File: src/rtl/mdio_slv_pkg.sv
package mdio_slv_pkg;
  typedef enum logic [2:0] {
    S_IDLE,
    S_PRE,
    S_ST,
    S_HDR,
    S_TA,
    S_DATA
  } mdio_st_e;

  localparam int OP_W = 2;
  localparam logic [OP_W-1:0] OP_RD = 2'b10;
  localparam logic [OP_W-1:0] OP_WR = 2'b01;
endpackage

File: src/rtl/mdio_frame_parse.sv
module mdio_frame_parse
  import mdio_slv_pkg::*;
#(
  parameter int ADDR_W = 5,
  parameter int DATA_W = 16
) (
  input  logic              clk,
  input  logic              rst_n,
  input  logic              mdio_i,
  input  logic [ADDR_W-1:0] phy_addr,
  output logic              rd_hit,
  output logic              wr_hit,
  output logic [ADDR_W-1:0] reg_addr,
  output logic              ta1_end,
  output logic              ta2_end,
  output logic              data_bit,
  output logic              data_last
);
  localparam int HDR_W   = OP_W + 2 * ADDR_W;
  localparam int CNT_MAX = (HDR_W > DATA_W) ? HDR_W : DATA_W;
  localparam int CNT_W   = $clog2(CNT_MAX);

  mdio_st_e          st_q;
  logic [CNT_W-1:0]  cnt_q;
  logic [HDR_W-2:0]  hdr_q;
  logic [HDR_W-1:0]  hdr_full;
  logic [OP_W-1:0]   op_f;
  logic [ADDR_W-1:0] phy_f;
  logic [ADDR_W-1:0] reg_f;
  logic              hdr_end;
  logic              op_ok;
  logic              addr_ok;
  logic              rd_hit_q;
  logic              wr_hit_q;
  logic [ADDR_W-1:0] reg_addr_q;

  // Header bits arrive MSB first: opcode, PHY address, register address.
  assign hdr_full = {hdr_q, mdio_i};
  assign op_f     = hdr_full[HDR_W-1 -: OP_W];
  assign phy_f    = hdr_full[2*ADDR_W-1 -: ADDR_W];
  assign reg_f    = hdr_full[ADDR_W-1:0];
  assign hdr_end  = (st_q == S_HDR) && (cnt_q == CNT_W'(HDR_W - 1));
  assign op_ok    = (op_f == OP_RD) || (op_f == OP_WR);
  assign addr_ok  = (phy_f == phy_addr) || (phy_f == '0);

  always_ff @(posedge clk or negedge rst_n) begin
    if (!rst_n) begin
      st_q       <= S_IDLE;
      cnt_q      <= '0;
      hdr_q      <= '0;
      rd_hit_q   <= 1'b0;
      wr_hit_q   <= 1'b0;
      reg_addr_q <= '0;
    end else begin
      case (st_q)
        S_IDLE: if (mdio_i) st_q <= S_PRE;
        S_PRE:  if (!mdio_i) st_q <= S_ST;
        S_ST: begin
          cnt_q <= '0;
          st_q  <= mdio_i ? S_HDR : S_IDLE;
        end
        S_HDR: begin
          hdr_q <= hdr_full[HDR_W-2:0];
          cnt_q <= cnt_q + 1'b1;
          if (hdr_end) begin
            cnt_q <= '0;
            if (op_ok) begin
              st_q       <= S_TA;
              rd_hit_q   <= (op_f == OP_RD) && addr_ok;
              wr_hit_q   <= (op_f == OP_WR) && addr_ok;
              reg_addr_q <= reg_f;
            end else begin
              st_q <= S_IDLE;
            end
          end
        end
        S_TA: begin
          cnt_q <= cnt_q + 1'b1;
          if (cnt_q == CNT_W'(1)) begin
            cnt_q <= '0;
            st_q  <= S_DATA;
          end
        end
        S_DATA: begin
          cnt_q <= cnt_q + 1'b1;
          if (cnt_q == CNT_W'(DATA_W - 1)) begin
            cnt_q <= '0;
            st_q  <= S_IDLE;
          end
        end
        default: st_q <= S_IDLE;
      endcase
    end
  end

  assign rd_hit    = rd_hit_q;
  assign wr_hit    = wr_hit_q;
  assign reg_addr  = reg_addr_q;
  assign ta1_end   = (st_q == S_TA) && (cnt_q == '0);
  assign ta2_end   = (st_q == S_TA) && (cnt_q == CNT_W'(1));
  assign data_bit  = (st_q == S_DATA);
  assign data_last = data_bit && (cnt_q == CNT_W'(DATA_W - 1));
endmodule

File: src/rtl/mdio_rd_drive.sv
module mdio_rd_drive #(
  parameter int DATA_W = 16
) (
  input  logic              clk,
  input  logic              rst_n,
  input  logic              rd_hit,
  input  logic              ta1_end,
  input  logic              ta2_end,
  input  logic              data_bit,
  input  logic              data_last,
  input  logic [DATA_W-1:0] reg_rdata,
  input  logic              reg_exists,
  output logic              mdio_o,
  output logic              mdio_oe
);
  logic [DATA_W-1:0] sr_q;
  logic              oe_q;
  logic              o_q;

  always_ff @(posedge clk or negedge rst_n) begin
    if (!rst_n) begin
      sr_q <= '0;
      oe_q <= 1'b0;
      o_q  <= 1'b1;
    end else if (ta1_end && rd_hit) begin
      // Take the line for the second turnaround bit, driving 0.
      oe_q <= 1'b1;
      o_q  <= 1'b0;
      sr_q <= reg_exists ? reg_rdata : '1;
    end else if (oe_q) begin
      if (data_last) begin
        oe_q <= 1'b0;
        o_q  <= 1'b1;
      end else if (ta2_end || data_bit) begin
        o_q  <= sr_q[DATA_W-1];
        sr_q <= {sr_q[DATA_W-2:0], 1'b1};
      end
    end
  end

  assign mdio_o  = o_q;
  assign mdio_oe = oe_q;
endmodule

File: src/rtl/mdio_wr_commit.sv
module mdio_wr_commit #(
  parameter int DATA_W = 16
) (
  input  logic              clk,
  input  logic              rst_n,
  input  logic              mdio_i,
  input  logic              wr_hit,
  input  logic              data_bit,
  input  logic              data_last,
  input  logic              reg_exists,
  output logic              reg_we,
  output logic [DATA_W-1:0] reg_wdata
);
  logic [DATA_W-2:0] sr_q;
  logic              we_q;
  logic [DATA_W-1:0] wdata_q;

  always_ff @(posedge clk or negedge rst_n) begin
    if (!rst_n) begin
      sr_q    <= '0;
      we_q    <= 1'b0;
      wdata_q <= '0;
    end else begin
      we_q <= 1'b0;
      if (data_bit) sr_q <= {sr_q[DATA_W-3:0], mdio_i};
      if (data_last && wr_hit && reg_exists) begin
        we_q    <= 1'b1;
        wdata_q <= {sr_q, mdio_i};
      end
    end
  end

  assign reg_we    = we_q;
  assign reg_wdata = wdata_q;
endmodule

File: src/rtl/mdio_slave.sv
module mdio_slave #(
  parameter int ADDR_W = 5,
  parameter int DATA_W = 16
) (
  input  logic              mdc,
  input  logic              rst_n,
  input  logic [ADDR_W-1:0] phy_addr,
  input  logic              mdio_i,
  output logic              mdio_o,
  output logic              mdio_oe,
  output logic [ADDR_W-1:0] reg_addr,
  output logic [DATA_W-1:0] reg_wdata,
  output logic              reg_we,
  input  logic [DATA_W-1:0] reg_rdata,
  input  logic              reg_exists
);
  logic rd_hit;
  logic wr_hit;
  logic ta1_end;
  logic ta2_end;
  logic data_bit;
  logic data_last;

  mdio_frame_parse #(.ADDR_W(ADDR_W), .DATA_W(DATA_W)) u_parse (
    .clk       (mdc),
    .rst_n     (rst_n),
    .mdio_i    (mdio_i),
    .phy_addr  (phy_addr),
    .rd_hit    (rd_hit),
    .wr_hit    (wr_hit),
    .reg_addr  (reg_addr),
    .ta1_end   (ta1_end),
    .ta2_end   (ta2_end),
    .data_bit  (data_bit),
    .data_last (data_last)
  );

  mdio_rd_drive #(.DATA_W(DATA_W)) u_rd (
    .clk        (mdc),
    .rst_n      (rst_n),
    .rd_hit     (rd_hit),
    .ta1_end    (ta1_end),
    .ta2_end    (ta2_end),
    .data_bit   (data_bit),
    .data_last  (data_last),
    .reg_rdata  (reg_rdata),
    .reg_exists (reg_exists),
    .mdio_o     (mdio_o),
    .mdio_oe    (mdio_oe)
  );

  mdio_wr_commit #(.DATA_W(DATA_W)) u_wr (
    .clk        (mdc),
    .rst_n      (rst_n),
    .mdio_i     (mdio_i),
    .wr_hit     (wr_hit),
    .data_bit   (data_bit),
    .data_last  (data_last),
    .reg_exists (reg_exists),
    .reg_we     (reg_we),
    .reg_wdata  (reg_wdata)
  );
endmodule

File: config.mk
export PLATFORM = sky130hd
export DESIGN_NAME = mdio_slave
export DESIGN_NICKNAME = d
export VERILOG_FILES = /design/src/rtl/mdio_slv_pkg.sv /design/src/rtl/mdio_frame_parse.sv /design/src/rtl/mdio_rd_drive.sv /design/src/rtl/mdio_wr_commit.sv /design/src/rtl/mdio_slave.sv
export SDC_FILE = /design/constraint.sdc
export NUM_CORES = 1
export LEC_CHECK = 0
export BUFFER_PORTS_ARGS = -buffer_cell sky130_fd_sc_hd__buf_2
export CAP_MARGIN = 20
export CORE_ASPECT_RATIO = 0.75
export CORE_UTILIZATION = 35
export CTS_BUF_LIST = sky130_fd_sc_hd__clkbuf_4
export CTS_CLUSTER_SIZE = 28
export DETAILED_ROUTE_END_ITERATION = 10
export PLACE_DENSITY = 0.64
export SETUP_SLACK_MARGIN = 0.3
export SYNTH_ARGS = -nofsm -noshare
export SYNTH_HDL_FRONTEND = slang
export SYNTH_SLANG_ARGS = --single-unit
File: constraint.sdc
create_clock -name mdc -period 2.8 [get_ports mdc]
set_clock_uncertainty 0.2 [all_clocks]
set_input_delay 0.14 -clock mdc [delete_from_list [all_inputs] [get_ports mdc]]
set_output_delay 0.14 -clock mdc [all_outputs]
set_load 0.1 [all_outputs]
==> After elaboration in Yosys (flattened, before gate mapping) <==
Index checks and enable logic that the tools add are counted.
{ "totals": {"register_bits": 75, "latchBits": 0, "mem_bits_rw": 0, "mem_bits_ro": 0, "inputBits": 25, "output_inout_bits": 24, "wordCells": 78, "n_memories": 0} }
{ "op_classes": {"n_addsub": 1, "multipliers": 0, "div": 0, "magnitude_cmp": 0, "eq_ne": 17, "shifts": 0, "muxes": 25, "n_bitwise": 0, "reduce_logical": 23} }
{ "ops": {"columns": ["op", "n"], "rows": [
  ["$mux W16", 5],
  ["$mux W3", 6],
  ["$pmux W3 S6", 1],
  ["$pmux W4 S4", 1],
  ["$mux W4", 3],
  ["$logic_and A1 B1 Y1", 9],
  ["$eq A4 B4 Y1 const B", 2],
  ["$mux W1", 8],
  ["$ne A2 B2 Y1 const B", 4],
  ["$eq A3 B2 Y1 const B", 2],
  ["$eq A3 B3 Y1 const B", 2],
  ["$reduce_and A3 Y1", 2],
  ["$eq A5 B5 Y1", 1],
  ["$logic_not A5 Y1", 1],
  ["$reduce_and A5 Y1", 1],
  ["$add A4 B1 Y4 const B", 1],
  ["$eq A4 B1 Y1 const B", 1],
  ["$logic_not A4 Y1", 1],
  ["$ne A2 B1 Y1 const B", 2],
  ["$reduce_bool A2 Y1", 2],
  ["$reduce_bool A4 Y1", 1],
  ["$eq A3 B1 Y1 const B", 1],
  ["$logic_not A3 Y1", 1],
  ["$logic_or A1 B1 Y1", 3],
  ["5 further kinds", 5]
]} }

==> Logic depth before layout (Yosys ltp) <==
{ "depth": {"word_depth": 7, "depth_mapped": 7, "depth_no_buf": 6} }

==> Hierarchy <==
From an unflattened synthesis, not the netlist that was laid out.
{ "unflattened": {"cells_unflattened": 281, "area_unflattened_um2": 3564.7} }
{ "by_module_without_submodules": {"columns": ["module", "instances", "cells_per_inst", "area_per_inst_um2", "seq_area_each_um2"], "rows": [
  ["mdio_frame_parse", 1, 115, 1308.8, 625.6],
  ["mdio_wr_commit", 1, 68, 1232.4, 800.8],
  ["mdio_rd_drive", 1, 98, 1023.5, 451.7]
]} }

==> Least setup slack after synthesis <==
No wires, ideal clock.
{ "synth_path": {"path_kind": "reg-to-reg", "from": "reg u_rd.oe_q, in the netlist u_rd.mdio_oe", "to": "reg u_rd.sr_q[10]", "setup_ps": 125, "t_arrival_ps": 2046, "required_ps": 2475, "path_slack_ps": 429, "path_stages_with_launch": 6, "n_path_buf": 1, "period_less_slack_ps": 2371, "cell_sequence": "dfrtp_1 a22o_1 a32o_1 nand2_1 buf_2 mux2_2"} }
{ "synth_between": {"elab_chain_len": 2} }
{ "synth_rtl": {"columns": ["item", "line", "rtl"], "rows": [
  ["from (decl)", "mdio_rd_drive.sv:17", "logic oe_q;"],
  ["from (signal assigned)", "mdio_rd_drive.sv:23", "oe_q <= 1'b0;"],
  ["from (signal assigned)", "mdio_rd_drive.sv:27", "oe_q <= 1'b1;"],
  ["from (signal assigned)", "mdio_rd_drive.sv:32", "oe_q <= 1'b0;"],
  ["$reduce_bool A2 Y1 (no source line)", null, null],
  ["$reduce_and A3 Y1 (no source line)", null, null],
  ["to (signal assigned)", "mdio_rd_drive.sv:29", "sr_q <= reg_exists ? reg_rdata : '1;"],
  ["to (signal assigned)", "mdio_rd_drive.sv:36", "sr_q <= {sr_q[DATA_W-2:0], 1'b1};"],
  ["to (decl)", "mdio_rd_drive.sv:16", "logic [DATA_W-1:0] sr_q;"]
]} }
Every way passes these cells.
A chain may end at the register's enable or synchronous reset.

==> Worst setup path after layout <==
{ "layout_path": {"from": "reg u_parse.cnt_q[0]", "to": "reg u_rd.sr_q[5]"} }
{ "layout_between": {"elab_chain_len": 5, "word_cells_on_any_way": 13, "classes_between": "3 x eq/ne; 1 x mux; 9 x reduce/logical"} }
{ "layout_rtl": {"columns": ["item", "line", "rtl"], "rows": [
  ["from (decl)", "mdio_frame_parse.sv:24", "logic [CNT_W-1:0] cnt_q;"],
  ["from (signal assigned)", "mdio_frame_parse.sv:64", "cnt_q <= cnt_q + 1'b1;"],
  ["from (signal assigned)", "mdio_frame_parse.sv:78", "cnt_q <= cnt_q + 1'b1;"],
  ["from (signal assigned)", "mdio_frame_parse.sv:85", "cnt_q <= cnt_q + 1'b1;"],
  ["$logic_not A4 Y1 / $eq A4 B1 Y1 (equally long branches)", "mdio_frame_parse.sv:99, mdio_frame_parse.sv:100", null],
  ["$logic_and A1 B1 Y1 (on tied branches)", "mdio_frame_parse.sv:99, mdio_frame_parse.sv:100", null],
  ["$logic_and A1 B1 Y1 / $logic_or A1 B1 Y1 (equally long branches)", "mdio_rd_drive.sv:25, mdio_rd_drive.sv:34", null],
  ["$ne A2 B2 Y1 (no source line) / $reduce_bool A2 Y1 (equally long branches)", null, null],
  ["$reduce_and A3 Y1 (no source line)", null, null]
]} }
Parallel ways exist; a longest one is shown, timed or not.

==> impl_metrics.json <==
{
  "p_switching_w": 0.0009465,
  "rows": 31,
  "path_class": "register to register",
  "power_frac_clock_pct": 22.7,
  "finalHoldViolCount": 0,
  "overflow": 0,
  "design_power_total_w": 0.002696,
  "synth.area.top_cells": "dfrtp_1, mux2_2, nand2b_1, nand2_1, ha_1",
  "seq_area_frac_synth_pct": 53.78,
  "setup_violations": 0,
  "start_util_pct": 36.16,
  "fmax_mhz": 459.0,
  "hold_path.class": "input pin to register",
  "seqPwrFrac_pct": 52.2,
  "maxSlewViolCount": 0,
  "cts_sinks": 75,
  "postRouteAntennaNets": 0,
  "drc": 0,
  "grt_use_total_pct": 13.11,
  "cts_setup_buffers": 0,
  "finalCritPeriodShare_pct": 77.81,
  "setup_tns_ps": 0,
  "nets": 375,
  "cp.required_ps": 2920,
  "tightest_slew_ps": 957.0,
  "port_buffers": 48,
  "synthDominantCellAreaShare_pct": 53.03,
  "synth.distinct_cells": 44,
  "vias": 2245,
  "cts.htree.levels": 3,
  "endpoint_kind": "register",
  "timing.max_cap.violations": 0,
  "routed_wl_mm": 6.277,
  "rsz0062_at_grt": "false",
  "avgSynthCellArea_um2": 12.79,
  "crit_fanout": 15,
  "wl_per_cell_um": 13.05,
  "cts.clk_slew.worst_paths_ps": 130,
  "cellPowerDensity_nw_per_um2": 645.8,
  "fp.dieW_um": 117.3,
  "slowest_stage": "dfrtp_1",
  "synth_cells": 273,
  "synth_top_area_cell": "dfrtp_1",
  "dp_hpwl_mm": 4.197,
  "grt_pass1_wl_mm": 10.61,
  "grt_pass1_vias": 2188,
  "comb_power_share_pct": 25.1,
  "synthToLayoutAreaGrowth_pct": 19.56,
  "p_leak_nw": 2.009,
  "p_sw_share_pct": 35.10,
  "status": "completed",
  "cts_buffer_depth": 2,
  "layout_common_cells": "dfrtp_1, mux2_2, buf_2, nand2_1, dlygate4sd3_1",
  "core-area_um2": 9658,
  "max-vdd-ir-drop_mv": 0.2035,
  "max_slew_margin_pct": 36.20,
  "async_reset_ff_share_pct": 100.0,
  "worstPathArrival_ps": 2300,
  "ys.flop_type": "dfrtp_1",
  "critPathMaxStageDelay_ps": 410,
  "syn_area_um2": 3492,
  "synth-seq-cells": 75,
  "intPower_w": 0.001750,
  "final_common_cell": "dfrtp_1",
  "dr.pass1.iters": 4,
  "synth_edf_count": 0,
  "gp_congestion": 0.7432,
  "antenna_found_initial": 0,
  "drive_above_1_share_pct": 40.69,
  "drt-initial-drc-count": 91,
  "start_kind": "register",
  "fillers": 926,
  "cts-root-buf": "clkbuf_4",
  "num_io_pins": 49,
  "numCtsBuffers": 9,
  "clock_latency_ps": 420,
  "grt_max_degree": 76,
  "die-area_um2": 10390,
  "crit_buf_inv": 2,
  "die_h_um": 88.51,
  "diodes": 0,
  "path_cells": "inv_1, ha_1, a22o_1, a32o_1, nand2_1, buf_4, mux2_2",
  "via_per_inst": 4.667,
  "yosys_warnings": 0,
  "fin_crit_ps": 2179,
  "cts_tree": "yes",
  "syn_nets": 304,
  "critical-path-top-delay-family": "compound AO/OA/AOI/OAI gates"
}
[cells in the mapped netlist, drive strengths merged, types with 2 or more instances]
library cell / instances
dfrtp: 74
mux2: 68
nand2: 24
nand2b: 15
buf: 11
inv: 10
nor2: 7
a21oi: 6
ha: 6
nor3: 5
nand3b: 4
o21ai: 4
and3: 3
mux2i: 3
nand3: 3
xor2: 3
a2111oi: 2
a32o: 2
o211ai: 2
o22ai: 2
xnor2: 2
[per-stage QoR]
stage,setup slack (ps),utilization (%),hold slack [ps],instance area (um^2),cells
final,621.4,43.23,20.38,4175,481
after global routing,520.4,43.23,24.58,4175,481
after CTS,609.0,43.23,1.854,4175,481
after detailed placement,628.8,39.86,146.8,3850,445
after global placement,698.7,39.86,138.4,3850,445
after floorplan,429.4,-,-355.6,3492,273
[path summary, 6_finish.rpt]
path / startpoint / endpoint / slack [ps] / depth (start not counted)
setup / recovery: u_parse.cnt_q[0] / u_rd.sr_q[5] / 620 / 7
hold / removal: reg_exists / u_rd.sr_q[0] / 20 / 3
setup reg to reg: u_parse.cnt_q[0] / u_rd.sr_q[5] / 620 / 7
hold reg to reg: u_parse.reg_addr[3] / u_parse.reg_addr[3] / 280 / 2
max in group asynchronous: rst_n / u_parse.cnt_q[1] / 1580 / 2
min in group asynchronous: rst_n / u_parse.reg_addr[3] / 170 / 2
[worst reg2reg max path, delay by kind of cell, from the launching register on]
family | cells | cell delay [ps]
muxes | 1 | 360
AOI/OAI and AO/OA | 2 | 470
buffers and inverters | 2 | 310
DFF | 1 | 410
and+or+nand+nor | 1 | 70
adders and majority gates | 1 | 270
[per-layer routing]
layer  share of wire (%)  global-route usage (%)  vias to the layer above
met4                 1.3                   4.959                        0
li1                    -                       -                     1103
met1                  49                   16.74                     1092
met3                 3.3                   3.673                        7
met5                   0                       0                        -
met2                  46                   21.52                       43
[registers in the layout, summed over array words and instances, names as in the netlist]
register,count
u_wr.reg_wdata,16
u_parse.reg_addr,5
u_parse.wr_hit,1
u_parse.st_q,3
u_parse.rd_hit,1
u_rd.mdio_o,1
u_parse.cnt_q,4
u_rd.sr_q,16
u_parse.hdr_q,11
u_wr.reg_we,1
u_rd.mdio_oe,1
u_wr.sr_q,15
[cell type report]
cell class              count  area, um^2  area share (%)
clock buffers               9       67.56           1.618
clock inverters             7       57.56           1.378
inverters                  10       37.54          0.8990
multi-input cells         176        1496           35.84
flip-flops and latches     75        1878           44.98
well taps                 132       165.2           3.956
repair buffers             72       473.0           11.33
[power by group through the flow]
| stage | registers [W] | logic [W] | clock network [W] |
|---|---|---|---|
| 2_1_floorplan | 0.00143 | 0.000489 | 0 |
| 3_3_place_gp | 0.00142 | 0.000635 | 0 |
| 3_5_place_dp | 0.00143 | 0.000658 | 0 |
| 4_1_cts | 0.00141 | 0.000682 | 0.000641 |
| 5_1_grt | 0.00144 | 0.000749 | 0.000690 |
| 6_report | 0.00141 | 0.000676 | 0.000613 |
[kinds of logic after synthesis]
kind of cell | after synthesis | synth area share [%]
AOI/OAI and AO/OA | 24 | 4.730
DFF | 75 | 53.78
muxes | 71 | 23.22
adders and majority gates | 6 | 2.150
buffers and inverters | 22 | 3.368
xor gates and xnor gates | 5 | 1.254
and+or+nand+nor | 70 | 11.50
[repair_timing]
item                                   in CTS  in global routing
endpoints found under the hold margin      98                  0
resized for setup                           0                  0
hold buffers                               20                  0
(Power assumes the default switching activity.)
